File: config.mk
export PLATFORM = sky130hd
export DESIGN_NAME = irq_cascade_agg
export DESIGN_NICKNAME = d
export VERILOG_FILES = /design/src/rtl/irq_agg_pkg.sv /design/src/rtl/irq_reg_decode.sv /design/src/rtl/irq_inner_stage.sv /design/src/rtl/irq_outer_stage.sv /design/src/rtl/irq_cascade_agg.sv
export SDC_FILE = /design/constraint.sdc
export NUM_CORES = 1
export LEC_CHECK = 0
export ABC_CLOCK_PERIOD_IN_PS = 7080
export BUFFER_PORTS_ARGS = -buffer_cell sky130_fd_sc_hd__buf_2
export CAP_MARGIN = 0
export CORE_UTILIZATION = 55
export CTS_CLUSTER_SIZE = 20
export DETAILED_ROUTE_END_ITERATION = 8
export HOLD_SLACK_MARGIN = 0.02
export PLACE_DENSITY_LB_ADDON = 0.25
export SETUP_SLACK_MARGIN = 0.4
export SLEW_MARGIN = 20
export SYNTH_ARGS = -nofsm -noshare
export SYNTH_HDL_FRONTEND = slang
export SYNTH_HIERARCHICAL = 1
export SYNTH_SLANG_ARGS = --single-unit
File: constraint.sdc
create_clock -name clk -period 7.08 [get_ports clk]
set_input_delay 1.062 -clock clk [delete_from_list [all_inputs] [get_ports clk]]
set_output_delay 1.062 -clock clk [all_outputs]
set_load 0.01 [all_outputs]
File: src/rtl/irq_agg_pkg.sv
package irq_agg_pkg;

    localparam int DW        = 32;
    localparam int AW        = 8;
    localparam int SZW       = 3;
    localparam int EVT_W     = 9;
    localparam int ACC_BYTES = 4;

    // bit positions the software view depends on
    localparam int EN_BIT     = 31;
    localparam int LINK_BIT   = 11;
    localparam int LRST_BIT   = 10;
    localparam int LOW_EVT_W  = 8;

    localparam logic [AW-1:0] OFF_ICTRL = 8'h30;
    localparam logic [AW-1:0] OFF_IMASK = 8'h34;
    localparam logic [AW-1:0] OFF_ISTAT = 8'h38;
    localparam logic [AW-1:0] OFF_OSTAT = 8'h50;
    localparam logic [AW-1:0] OFF_OMASK = 8'h54;
    localparam logic [AW-1:0] OFF_OPOL  = 8'h58;
    localparam logic [AW-1:0] OFF_OIN   = 8'h5C;

    localparam logic [DW-1:0] ALL_ONES = '1;

    typedef enum logic [2:0] {
        SEL_NONE,
        SEL_ICTRL,
        SEL_IMASK,
        SEL_ISTAT,
        SEL_OSTAT,
        SEL_OMASK,
        SEL_OPOL,
        SEL_OIN
    } reg_sel_e;

    typedef struct packed {
        logic            ictrl;
        logic            imask;
        logic            istat;
        logic            ostat;
        logic            omask;
        logic            opol;
        logic [DW-1:0]   data;
    } reg_wr_t;

    function automatic reg_sel_e decode_off(input logic [AW-1:0] a);
        reg_sel_e s;
        case (a)
            OFF_ICTRL: s = SEL_ICTRL;
            OFF_IMASK: s = SEL_IMASK;
            OFF_ISTAT: s = SEL_ISTAT;
            OFF_OSTAT: s = SEL_OSTAT;
            OFF_OMASK: s = SEL_OMASK;
            OFF_OPOL:  s = SEL_OPOL;
            OFF_OIN:   s = SEL_OIN;
            default:   s = SEL_NONE;
        endcase
        return s;
    endfunction

    function automatic logic [DW-1:0] evt_to_stat(input logic [EVT_W-1:0] e);
        logic [DW-1:0] v;
        v = '0;
        v[LRST_BIT] = e[EVT_W-1];
        v[LOW_EVT_W-1:0] = e[LOW_EVT_W-1:0];
        return v;
    endfunction

endpackage

File: src/rtl/irq_reg_decode.sv
module irq_reg_decode
    import irq_agg_pkg::*;
(
    input  logic            wr,
    input  logic            rd,
    input  logic [AW-1:0]   addr,
    input  logic [SZW-1:0]  size,
    input  logic [DW-1:0]   wdata,
    output reg_wr_t         wcmd,
    output reg_sel_e        sel,
    output logic            size_ok,
    output logic            err
);
    logic wr_ok;

    assign size_ok = (size == SZW'(ACC_BYTES));
    assign sel     = decode_off(addr);
    assign wr_ok   = wr && size_ok;
    assign err     = (wr || rd) && !size_ok;

    always_comb begin
        wcmd       = '0;
        wcmd.data  = wdata;
        wcmd.ictrl = wr_ok && (sel == SEL_ICTRL);
        wcmd.imask = wr_ok && (sel == SEL_IMASK);
        wcmd.istat = wr_ok && (sel == SEL_ISTAT);
        wcmd.ostat = wr_ok && (sel == SEL_OSTAT);
        wcmd.omask = wr_ok && (sel == SEL_OMASK);
        wcmd.opol  = wr_ok && (sel == SEL_OPOL);
    end
endmodule

File: src/rtl/irq_inner_stage.sv
module irq_inner_stage
    import irq_agg_pkg::*;
#(
    parameter int NUM_SRC = 17
)(
    input  logic                clk,
    input  logic                rst,
    input  logic [NUM_SRC-1:0]  src_lvl,
    input  logic [EVT_W-1:0]    evt_lvl,
    input  reg_wr_t             wcmd,
    output logic [DW-1:0]       ctrl_q,
    output logic [DW-1:0]       mask_q,
    output logic [DW-1:0]       stat_q,
    output logic                agg_out
);
    logic [DW-1:0] src_vec;
    logic [DW-1:0] set_vec;
    logic [DW-1:0] clr_vec;

    // source line n lands on bit DW-1-n
    generate
        for (genvar n = 0; n < NUM_SRC; n++) begin : g_src
            assign src_vec[DW-1-n] = src_lvl[n];
        end
        if (NUM_SRC < DW) begin : g_pad
            assign src_vec[DW-1-NUM_SRC:0] = '0;
        end
    endgenerate

    assign set_vec = src_vec | evt_to_stat(evt_lvl);
    assign clr_vec = wcmd.istat ? wcmd.data : '0;

    always_ff @(posedge clk) begin
        if (rst) begin
            ctrl_q <= '0;
            mask_q <= '0;
            stat_q <= '0;
        end else begin
            if (wcmd.ictrl) ctrl_q <= wcmd.data;
            if (wcmd.imask) mask_q <= wcmd.data;
            // set has priority over a same-cycle clear
            stat_q <= (stat_q & ~clr_vec) | set_vec;
        end
    end

    assign agg_out = ctrl_q[EN_BIT] && ((stat_q & mask_q) != '0);
endmodule

File: src/rtl/irq_outer_stage.sv
module irq_outer_stage
    import irq_agg_pkg::*;
(
    input  logic           clk,
    input  logic           rst,
    input  logic           agg_in,
    input  reg_wr_t        wcmd,
    output logic [DW-1:0]  in_q,
    output logic [DW-1:0]  mask_q,
    output logic [DW-1:0]  pol_q,
    output logic [DW-1:0]  stat_q,
    output logic           irq
);
    logic [DW-1:0] in_next;
    logic [DW-1:0] clr_vec;

    always_comb begin
        in_next = '0;
        in_next[LINK_BIT] = agg_in;
    end

    assign clr_vec = wcmd.ostat ? wcmd.data : '0;

    always_ff @(posedge clk) begin
        if (rst) begin
            in_q   <= '0;
            mask_q <= '0;
            pol_q  <= '0;
            stat_q <= '0;
        end else begin
            in_q <= in_next;
            if (wcmd.omask) mask_q <= wcmd.data;
            if (wcmd.opol)  pol_q  <= wcmd.data;
            stat_q <= (stat_q & ~clr_vec) | (in_q & mask_q);
        end
    end

    assign irq = (stat_q != '0);
endmodule

File: src/rtl/irq_cascade_agg.sv
module irq_cascade_agg
    import irq_agg_pkg::*;
#(
    parameter int NUM_SRC = 17
)(
    input  logic                clk,
    input  logic                rst,
    input  logic [NUM_SRC-1:0]  src_lvl,
    input  logic [EVT_W-1:0]    evt_lvl,
    input  logic                reg_wr,
    input  logic                reg_rd,
    input  logic [AW-1:0]       reg_addr,
    input  logic [SZW-1:0]      reg_size,
    input  logic [DW-1:0]       reg_wdata,
    output logic [DW-1:0]       reg_rdata,
    output logic                reg_err,
    output logic                irq_out
);
    reg_wr_t       wcmd;
    reg_sel_e      rsel;
    logic          size_ok;
    logic [DW-1:0] ictrl_q, imask_q, istat_q;
    logic [DW-1:0] oin_q, omask_q, opol_q, ostat_q;
    logic          inner_agg;

    irq_reg_decode u_dec (
        .wr      (reg_wr),
        .rd      (reg_rd),
        .addr    (reg_addr),
        .size    (reg_size),
        .wdata   (reg_wdata),
        .wcmd    (wcmd),
        .sel     (rsel),
        .size_ok (size_ok),
        .err     (reg_err)
    );

    irq_inner_stage #(.NUM_SRC(NUM_SRC)) u_inner (
        .clk     (clk),
        .rst     (rst),
        .src_lvl (src_lvl),
        .evt_lvl (evt_lvl),
        .wcmd    (wcmd),
        .ctrl_q  (ictrl_q),
        .mask_q  (imask_q),
        .stat_q  (istat_q),
        .agg_out (inner_agg)
    );

    irq_outer_stage u_outer (
        .clk    (clk),
        .rst    (rst),
        .agg_in (inner_agg),
        .wcmd   (wcmd),
        .in_q   (oin_q),
        .mask_q (omask_q),
        .pol_q  (opol_q),
        .stat_q (ostat_q),
        .irq    (irq_out)
    );

    always_comb begin
        if (!size_ok) begin
            reg_rdata = ALL_ONES;
        end else begin
            case (rsel)
                SEL_ICTRL: reg_rdata = ictrl_q;
                SEL_IMASK: reg_rdata = imask_q;
                SEL_ISTAT: reg_rdata = istat_q;
                SEL_OSTAT: reg_rdata = ostat_q;
                SEL_OMASK: reg_rdata = omask_q;
                SEL_OPOL:  reg_rdata = opol_q;
                SEL_OIN:   reg_rdata = oin_q;
                default:   reg_rdata = ALL_ONES;
            endcase
        end
    end
endmodule

==> results of run 1 <==
-- where the power goes --
group,switching (W),internal [W],total [W]
Clock,0.000392,0.000464,0.000856
Combinational,0.0000633,0.0000318,0.0000951
Sequential,0.0000140,0.00110,0.00111
Total,0.000470,0.00159,0.00206
-- layout make-up --
cell class                 count  area (sq um)  area share [%]
multi-input combinational    698          4930            47.3
clock buffer                  25           475            4.56
timing repair buffer         123           664            6.38
tap                          225           282            2.70
clock inverter                 7          35.0           0.336
inverter                      45           169            1.62
sequential                   193          3860            37.1
-- cells by family after synthesis --
kind of cell	synth area share [%]
buf+inv	12.2
other cells	0.0383
flops	39.4
compound gates	17.6
simple gates	11.8
mux	19.0
-- state kept, by name, indices dropped and copies added (netlist names) --
name / cells
u_outer/stat_q: 32
u_outer/in_q: 1
u_inner/ctrl_q: 32
u_inner/stat_q: 32
u_inner/mask_q: 32
u_outer/pol_q: 32
u_outer/mask_q: 32
-- synthesized netlist by cell type (all sizes together) (2+ instances only) --
library cell | count | area, sq um
nand3b | 2 | 15.0
or4bb | 2 | 22.5
nor4 | 14 | 93.8
or2 | 2 | 12.5
a22oi | 23 | 178
nand4 | 6 | 37.5
o211ai | 23 | 268
dfxtp | 193 | 3860
a31oi | 5 | 31.3
o21a | 2 | 15.0
nand2b | 6 | 37.5
a211oi | 37 | 278
nor2 | 165 | 624
a221oi | 4 | 35.0
o221ai | 5 | 43.8
mux2 | 2 | 22.5
clkbuf | 11 | 46.3
buf | 131 | 977
a2bb2oi | 3 | 26.3
and2 | 3 | 21.3
a22o | 24 | 210
inv | 45 | 169
o2111ai | 2 | 17.5
nand2 | 55 | 206
nand3 | 3 | 15.0
a21oi | 57 | 360
o21ai | 27 | 206
mux2i | 181 | 1810
nor2b | 4 | 32.5
-- stage by stage --
| stage | cell area, sq um | total power, W | utilization [%] |
|---|---|---|---|
| final | 10400 | 0.00206 | 60.0 |
| after global routing | 10400 | 0.00213 | 60.0 |
| after CTS | 10400 | 0.00207 | 60.0 |
| after detailed placement | 9910 | 0.00123 | 57.1 |
| after global placement | 9910 | 0.00123 | 57.1 |
| after floorplan | 9910 | 0.00121 | - |
-- layer usage --
| metal | global-route usage, % | part of all wire [%] | up-vias | wire length, microns |
|---|---|---|---|---|
| met1 | 37.2 | 45 | 3675 | 11300 |
| li1 | - | - | 3648 | - |
| met2 | 45.1 | 46 | 273 | 11600 |
| met5 | 0 | 0 | - | 0 |
| met4 | 10.9 | 2.5 | 0 | 618 |
| met3 | 5.31 | 6.4 | 36 | 1610 |
-- critical path: stages --
cell and delay (ns):
buf_2 0.09, or4b_1 0.80, a21oi_4 0.20, buf_4 0.40
nand2b_1 0.80, buf_4 0.43, o21ai_2 0.10, a21oi_2 0.15
o211ai_2 0.09, buf_2 0.17
-- final timing paths --
kind / startpoint / end
hold reg to reg: u_outer/stat_q[26] / u_outer/stat_q[26]
setup reg to reg: u_inner/stat_q[22] / u_outer/in_q[11]
setup / recovery: reg_addr[7] / reg_rdata[13]
hold / removal: u_outer/stat_q[26] / u_outer/stat_q[26]
==> results by group, run 1 <==
Finish
  • Most frequent cells in the layout: dfxtp_1, mux2i_1, nor2_1, buf_2, nand2_1
  • Area grow syn2layout: 6.37%
  • Final nets: 1151
  • Fill cells: 1543
  • N_diodes: 0
  • Share of cells above drive strength 1: 21.1%
  • Most common cell after layout, fill and taps aside: dfxtp_1
  • Fin cells: 1316

Logic synthesis
  • Post-synthesis sequential area ratio: 39.4%
  • Async set-or-reset flop fraction in the synthesized netlist: 0%
  • Yosys warns: 6
  • Synthesized area: 0.00979 sq mm
  • Post-Synthesis Cells: 1048
  • Post-Syn Area per Cell: 9.35 sq um
  • Number of synthesized register bits: 193
  • EDFF count, synth: 0
  • Main synth FF type: dfxtp_1
  • Post-synth cell types: 53

CTS
  • Hold_buf cts: 0
  • Number of buffers created by CTS: 17
  • Worst-skew pair later-pin latency: 0.43 ns
  • Post-CTS sizing: 0
  • CTS max path bufs: 2
  • Clock Pin Slew Worst Setup and Hold Paths: 0.07 ns
  • Clk root buf: clkbuf_16
  • TritonCTS clock tree: done
  • Number of setup buffers added after CTS: 0
  • CTS H-tree depth: 4
  • Clk sinks: 193

Timing
  • TNS Setup: 0 ns
  • Fin Clk Skew: 0.00516 ns
  • Slew margin rel.: 24.3%
  • Final Hold Fails: 0
  • Final Max Tran Viols: 0
  • RSZ-0062 raised after global routing: false
  • Maximum clock frequency: 0.186 GHz
  • Worst-Margin Slew: 1.13 ns
  • Final hold slack: 0.455 ns
  • Setup ws final: 1.70 ns
  • Fraction of the cycle the final worst path needs: 76.0%
  • Final Critical Period: 5.38 ns
  • Setup violators final: 0

Worst setup path
  • CP Max Fanout: 31
  • Setup CP Type: in2out
  • Element type at the critical path start: input pin
  • R2R setup slack: 5.41 ns
  • Element type at the critical path end: primary output
  • CP arrival: 4.32 ns
  • Req. time, crit path: 6.02 ns
  • R2R cell count: 4

Run
  • Max-cap violations: 0

GRT
  • Largest net degree at the start of global routing: 129
  • Total congestion overflow: 0
  • Vias in the first global route: 7097
  • GRT Util Overall: 28.1%
  • First-pass GRT wire length: 39.2 mm
  • Initial antenna violation count: 0

Route
  • Antenna viol nets, final: 0
  • DRC: 0
  • Final WL: 25.2 mm
  • Per-cell routed wire length: 19.1 microns
  • Detailed Route Iter0 Violations: 629
  • Via-to-Cell Ratio: 5.80
  • DR vias: 7632
  • Detailed-routing iteration count for the pre-antenna-repair pass: 5

Placement
  • DP Worst Slack: 1.68 ns
  • Dpl cells: 1284
  • Port bufs: 106
  • Post-DP HPWL: 16.3 mm
  • RePlAce Congestion: 0.844

Floorplan
  • Die X: 135 microns
  • Row Count: 48
  • Die area: 0.0183 sq mm
  • Initial core utilization: 56.4%
  • Core box area: 0.0174 sq mm
  • I/O Pins: 107
  • Die H: 135 microns

Pwr
  • Pwr dens: 198 mW/mm^2
  • Pleak: 3.30 nW
  • Max VDD drop: 0.000173 V

Run status
  • Status: finished clean

Worst hold path
  • Hold crit path type: reg2reg
  • Hold depth: 2
Power figures use the tool's default switching activity.
==> run 2: changes to the inputs <==
Settings changed: ABC_CLOCK_PERIOD_IN_PS 7080 to 4900, CORE_UTILIZATION 55 to 53.
Clock period 7.08 ns to 4.9 ns, I/O delays scaled along.
==> run 2 against run 1 <==
Net effect:
- final cell count grew 0.76%
- core utilization down 1.7 points
- count of clock-buffer cells in the layout decreased by 5
- worst hold slack hardly changed
- first-iteration DRC count increased by 13%
- combinational power up 45%
- flip-flop and latch count unchanged
- clock power increased by 52%
- critical endpoint is now reg_rdata[11]
- largest cell class unchanged
- wire length shrank 0.92%
- non-clock buffer count increased by 9
- sequential share of layout area shrank 0.34 points
- sequential power increased by 44%
- highest routed layer unchanged
==> results by group, run 2 (synthesis results as in run 1) <==
Run status
  • Status: finished clean (unchanged)

Timing
  • Maximum clock frequency: 0.240 GHz
  • Fraction of the cycle the final worst path needs: 84.9%
  • Final Max Tran Viols: 0 (unchanged)
  • TNS Setup: 0 ns (unchanged)
  • Worst-Margin Slew: 1.08 ns (was 1.13 ns)
  • RSZ-0062 raised after global routing: false (unchanged)
  • Setup violators final: 0 (unchanged)
  • Fin Clk Skew: 0.00573 ns (was 0.00516 ns)
  • Final Critical Period: 4.16 ns
  • Slew margin rel.: 27.8% (was 24.3%)
  • Final Hold Fails: 0 (unchanged)

Worst setup path
  • R2R setup slack: 3.20 ns (was 5.41 ns)
  • CP arrival: 3.42 ns (was 4.32 ns)
  • Element type at the critical path start: input pin (unchanged)
  • Setup CP Type: in2out (unchanged)
  • Worst R2R End: u_outer/in_q[11] (unchanged)
  • Termination of the worst setup path: reg_rdata[11] (was reg_rdata[13])
  • CP Max Fanout: 18 (was 31)
  • CP startpoint: reg_addr[7] (unchanged)
  • Reg2reg start: u_inner/stat_q[22] (unchanged)
  • R2R cell count: 4 (unchanged)
  • Element type at the critical path end: primary output (unchanged)
  • Req. time, crit path: 4.16 ns (was 6.02 ns)

Pwr
  • Max VDD drop: 0.000265 V (was 0.000173 V)
  • Pleak: 3.34 nW (was 3.30 nW)
  • Pwr dens: 290 mW/mm^2 (was 198 mW/mm^2)

Route
  • Per-cell routed wire length: 18.8 microns (was 19.1 microns)
  • Via-to-Cell Ratio: 5.70 (was 5.80)
  • Detailed Route Iter0 Violations: 711 (was 629)
  • DR vias: 7558 (was 7632)
  • Antenna viol nets, final: 0 (unchanged)
  • DRC: 0 (unchanged)
  • Detailed-routing iteration count for the pre-antenna-repair pass: 6 (was 5)
  • Final WL: 25.0 mm (was 25.2 mm)

Finish
  • Final nets: 1160 (was 1151)
  • Fin cells: 1326 (was 1316)
  • Fill cells: 1610 (was 1543)
  • Area grow syn2layout: 7.36% (was 6.37%)
  • N_diodes: 0 (unchanged)
  • Most frequent cells in the layout: dfxtp_1, mux2i_1, nor2_1, buf_2, nand2_1 (unchanged)
  • Share of cells above drive strength 1: 21.9% (was 21.1%)
  • Most common cell after layout, fill and taps aside: dfxtp_1 (unchanged)

GRT
  • GRT Util Overall: 27.0% (was 28.1%)
  • Vias in the first global route: 6952 (was 7097)
  • Largest net degree at the start of global routing: 142 (was 129)
  • Initial antenna violation count: 0 (unchanged)
  • First-pass GRT wire length: 38.7 mm (was 39.2 mm)
  • Total congestion overflow: 0 (unchanged)

Placement
  • Port bufs: 106 (unchanged)
  • Post-DP HPWL: 16.2 mm (was 16.3 mm)
  • RePlAce Congestion: 0.801 (was 0.844)
  • Dpl cells: 1297 (was 1284)

CTS
  • Post-CTS sizing: 0 (unchanged)
  • Worst-skew pair later-pin latency: 0.44 ns (was 0.43 ns)
  • CTS H-tree depth: 4 (unchanged)
  • Number of setup buffers added after CTS: 0 (unchanged)
  • CTS max path bufs: 2 (unchanged)
  • Clock Pin Slew Worst Setup and Hold Paths: 0.07 ns (about the same)
  • Clk sinks: 193 (unchanged)
  • Number of buffers created by CTS: 17 (unchanged)
  • Clk root buf: clkbuf_16 (unchanged)
  • TritonCTS clock tree: done (unchanged)
  • Hold_buf cts: 0 (unchanged)

Floorplan
  • Row Count: 49 (was 48)
  • Core box area: 0.0180 sq mm (was 0.0174 sq mm)
  • Die H: 138 microns (was 135 microns)
  • Die X: 138 microns (was 135 microns)
  • I/O Pins: 107 (unchanged)
  • Initial core utilization: 54.3% (was 56.4%)
  • Die area: 0.0190 sq mm (was 0.0183 sq mm)

Worst hold path
  • Hold crit path type: reg2reg (unchanged)

Run
  • Max-cap violations: 0 (unchanged)
## run 2: power breakdown
part	internal (W)	total [W]	switching, W
registers	0.00158	0.00160	0.0000207
clock network	0.000705	0.00130	0.000598
logic	0.0000471	0.000138	0.0000913
total	0.00234	0.00305	0.000710
## run 2: worst min-delay path by stage
stage | endpoint | slack, ns | startpoint | depth (start not counted)
global route | u_outer/stat_q[20] | 0.47 | u_outer/stat_q[20] | 2
detailed placement | u_outer/stat_q[20] | 0.44 | u_outer/stat_q[20] | 2
floorplan | u_outer/stat_q[30] | 0.43 | u_outer/stat_q[30] | 2
CTS | u_outer/stat_q[20] | 0.45 | u_outer/stat_q[20] | 2
finish | u_outer/stat_q[28] | 0.46 | u_outer/stat_q[28] | 2
global placement | u_outer/stat_q[20] | 0.44 | u_outer/stat_q[20] | 2
## run 2: per-stage QoR
| step | total power, W | hold WS (ns) | worst slack [ns] | instance area [sq um] | utilization, % |
|---|---|---|---|---|---|
| final | 0.00305 | 0.455 | 0.742 | 10500 | 58.3 |
| after global routing | 0.00314 | 0.470 | 0.598 | 10500 | 58.3 |
| after CTS | 0.00305 | 0.453 | 0.759 | 10500 | 58.3 |
| after detailed placement | 0.00178 | 0.443 | 0.774 | 9980 | 55.4 |
| after global placement | 0.00178 | 0.440 | 0.788 | 9980 | 55.4 |
| after floorplan | 0.00175 | 0.425 | 1.64 | 9910 | - |
## run 2: area by class of cell
| class | count | area (sq um) | area share [%] |
|---|---|---|---|
| tap | 229 | 287 | 2.72 |
| multi-input combinational | 698 | 4930 | 46.9 |
| timing repair buffer | 132 | 732 | 6.96 |
| inverter | 45 | 169 | 1.61 |
| clock buffer | 20 | 447 | 4.25 |
| sequential | 193 | 3860 | 36.7 |
| clock inverter | 9 | 87.6 | 0.833 |
## run 2: critical path, stage by stage
cell and delay [ns]:
buf_2 0.09, or4b_1 0.81, nor2_4 0.29, buf_4 0.34, buf_4 0.38, mux2i_1 0.22, o22ai_1 0.09, a21oi_1 0.15
nand3_1 0.12, buf_2 0.18
## run 2: per-layer routing
| metal | part of all wire [%] | global-route usage, % | wire [microns] | vias up |
|---|---|---|---|---|
| met3 | 5.5 | 4.09 | 1380 | 30 |
| met1 | 47 | 37.7 | 11700 | 3629 |
| met4 | 1.7 | 8.33 | 414 | 0 |
| met2 | 46 | 42.6 | 11500 | 244 |
| li1 | - | - | - | 3655 |
| met5 | 0 | 0 | 0 | - |
==> run 3: changes to the inputs <==
Settings changed: ABC_CLOCK_PERIOD_IN_PS 4900 to 3360.
Clock period 4.9 ns to 3.36 ns, I/O delays scaled along.
==> run 3 against run 2 <==
Net effect:
- setup slack worse by 0.40 ns
- die area stayed put
- combinational power rose by 68%
- final area rose by 10%
- final cell count increased by 4.0%
- sequential share of layout area down 3.4 points
- largest cell class unchanged
==> results by group, run 3 (synthesis results as in run 1) <==
Timing
  • Final Critical Period: 3.02 ns
  • Slew margin rel.: 49.2% (was 27.8%)
  • RSZ-0062 raised after global routing: true (was false)
  • Maximum clock frequency: 0.331 GHz
  • Final Hold Fails: 0 (unchanged)
  • Final hold slack: 0.264 ns (was 0.455 ns)
  • Worst-Margin Slew: 0.762 ns (was 1.08 ns)
  • Final Max Tran Viols: 0 (unchanged)
  • Setup violators final: 0 (unchanged)
  • TNS Setup: 0 ns (unchanged)
  • Fin Clk Skew: 0.00640 ns (was 0.00573 ns)
  • Fraction of the cycle the final worst path needs: 89.9%

Finish
  • Final nets: 1210 (was 1160)
  • Fill cells: 1488 (was 1610)
  • Share of cells above drive strength 1: 26.8% (was 21.9%)
  • Fin cells: 1379 (was 1326)
  • Most common cell after layout, fill and taps aside: dfxtp_1 (unchanged)
  • N_diodes: 0 (unchanged)
  • Register Area: 0.00386 sq mm (unchanged)
  • Core Util, Final: 64.3% (was 58.3%)
  • Most frequent cells in the layout: dfxtp_1, mux2i_1, nor2_1, buf_2, nand2_1 (unchanged)
  • Area of the multi-input gates: 0.00509 sq mm (was 0.00493 sq mm)
  • Area grow syn2layout: 18.2% (was 7.36%)

GRT
  • First-pass GRT wire length: 40.3 mm (was 38.7 mm)
  • Largest net degree at the start of global routing: 99 (was 142)
  • GRT Util Overall: 28.3% (was 27.0%)
  • Vias in the first global route: 7330 (was 6952)
  • Total congestion overflow: 0 (unchanged)
  • Initial antenna violation count: 0 (unchanged)

Worst setup path
  • CP Max Fanout: 7 (was 18)
  • CP arrival: 2.52 ns (was 3.42 ns)
  • R2R setup slack: 1.90 ns (was 3.20 ns)
  • Reg2reg start: u_inner/stat_q[29] (was u_inner/stat_q[22])
  • Worst R2R End: u_outer/in_q[11] (unchanged)
  • Element type at the critical path end: primary output (unchanged)
  • Req. time, crit path: 2.86 ns (was 4.16 ns)
  • R2R cell count: 4 (unchanged)
  • Setup CP Type: in2out (unchanged)
  • Element type at the critical path start: input pin (unchanged)

Pwr
  • Sequential fraction of design power: 50.9% (was 52.7%)
  • Max VDD drop: 0.000358 V (was 0.000265 V)
  • Switching power: 0.00106 W (was 0.000710 W)
  • Int Pwr: 0.00354 W (was 0.00234 W)
  • Comb power frac: 5.0% (was 4.5%)
  • Sw frac: 23.1% (was 23.3%)
  • Pwr dens: 397 mW/mm^2 (was 290 mW/mm^2)
  • Pleak: 3.80 nW (was 3.34 nW)
  • Power share of the clock group: 44.1% (was 42.8%)

Run status
  • Status: finished clean (unchanged)

CTS
  • Hold_buf cts: 0 (unchanged)
  • Number of buffers created by CTS: 17 (unchanged)
  • Worst-skew pair later-pin latency: 0.43 ns (was 0.44 ns)
  • Clk root buf: clkbuf_16 (unchanged)
  • TritonCTS clock tree: done (unchanged)
  • Clock Pin Slew Worst Setup and Hold Paths: 0.07 ns (about the same)
  • CTS H-tree depth: 4 (unchanged)
  • CTS max path bufs: 2 (unchanged)
  • Clk sinks: 193 (unchanged)

Floorplan
  • Core box area: 0.0180 sq mm (unchanged)
  • Die H: 138 microns (unchanged)
  • Die area: 0.0190 sq mm (unchanged)
  • Initial core utilization: 54.3% (unchanged)
  • Die X: 138 microns (unchanged)
  • Row Count: 49 (unchanged)
  • I/O Pins: 107 (unchanged)

Placement
  • Port bufs: 106 (unchanged)
  • Post-DP HPWL: 16.6 mm (was 16.2 mm)
  • Dpl cells: 1303 (was 1297)
  • RePlAce Congestion: 0.815 (was 0.801)

Route
  • Final WL: 27.2 mm (was 25.0 mm)
  • Detailed Route Iter0 Violations: 664 (was 711)
  • Detailed-routing iteration count for the pre-antenna-repair pass: 5 (was 6)
  • DR vias: 8010 (was 7558)
  • Via-to-Cell Ratio: 5.81 (was 5.70)
  • DRC: 0 (unchanged)
  • Antenna viol nets, final: 0 (unchanged)
  • Per-cell routed wire length: 19.7 microns (was 18.8 microns)

Worst hold path
  • Worst Hold Launch: src_lvl[8] (was u_outer/stat_q[28])
  • Hold depth: 3 (was 2)
  • Hold crit path type: in2reg (was reg2reg)
  • WHS Endpoint: u_inner/stat_q[23] (was u_outer/stat_q[28])

Run
  • Max-cap violations: 0 (unchanged)
[run 3: metrics by stage]
stage	worst slack, ns	total power [W]	instance area [sq um]
2_1_floorplan	0.565	0.00255	9910
3_3_place_gp	0.128	0.00260	10200
5_1_grt	0.280	0.00472	11600
4_1_cts	0.367	0.00459	11200
6_report	0.341	0.00460	11600
3_5_place_dp	0.0946	0.00260	10200
[run 3: worst max-delay path, stage by stage]
cell	delay, ns
buf_6	0.09
or4b_4	0.60
a21oi_4	0.18
buf_6	0.12
buf_12	0.12
nand2b_4	0.18
buf_12	0.14
a2bb2oi_1	0.18
o21ai_1	0.08
o211ai_1	0.13
buf_2	0.18
[run 3: how the worst max path moves through the flow]
stage	from	to	slack, ns	depth (start not counted)
2_1_floorplan	reg_addr[7]	reg_rdata[28]	0.56	9
3_3_place_gp	reg_addr[7]	reg_rdata[28]	0.13	8
3_5_place_dp	reg_addr[7]	reg_rdata[28]	0.09	8
4_1_cts	reg_addr[3]	reg_rdata[11]	0.37	10
5_1_grt	reg_addr[7]	reg_rdata[31]	0.28	11
6_report	reg_addr[7]	reg_rdata[14]	0.34	11
[run 3: area by class of cell]
type	count	area share, %
clock inverters	9	0.918
well taps	229	2.47
inverters	45	1.46
repair buffers	181	13.8
multi-input cells	699	43.9
flip-flops and latches	193	33.4
clock buffers	23	4.04
[run 3: power groups by stage]
stage | logic (W) | clock network (W) | registers (W)
floorplan | 0.000171 | 0 | 0.00238
global placement | 0.000204 | 0 | 0.00239
detailed placement | 0.000206 | 0 | 0.00239
CTS | 0.000218 | 0.00203 | 0.00234
global route | 0.000254 | 0.00212 | 0.00234
finish | 0.000232 | 0.00203 | 0.00234
[run 3: repair_timing]
action | in CTS | in global routing
setup buffers | 24 | 13
gates cloned | 4 | 3
gates resized for setup | 32 | 43
setup endpoints to repair | 32 | 32
pin swaps | 12 | 14
[run 3: layer usage]
metal / wire [microns] / vias to the layer above / GRT usage (%) / part of all wire [%]
met3: 1630 / 48 / 5.30 / 6.0
met4: 674 / 0 / 10.7 / 2.5
met5: 0 / - / 0 / 0
met1: 12200 / 3890 / 38.2 / 45
met2: 12700 / 314 / 44.6 / 47
li1: - / 3758 / - / -
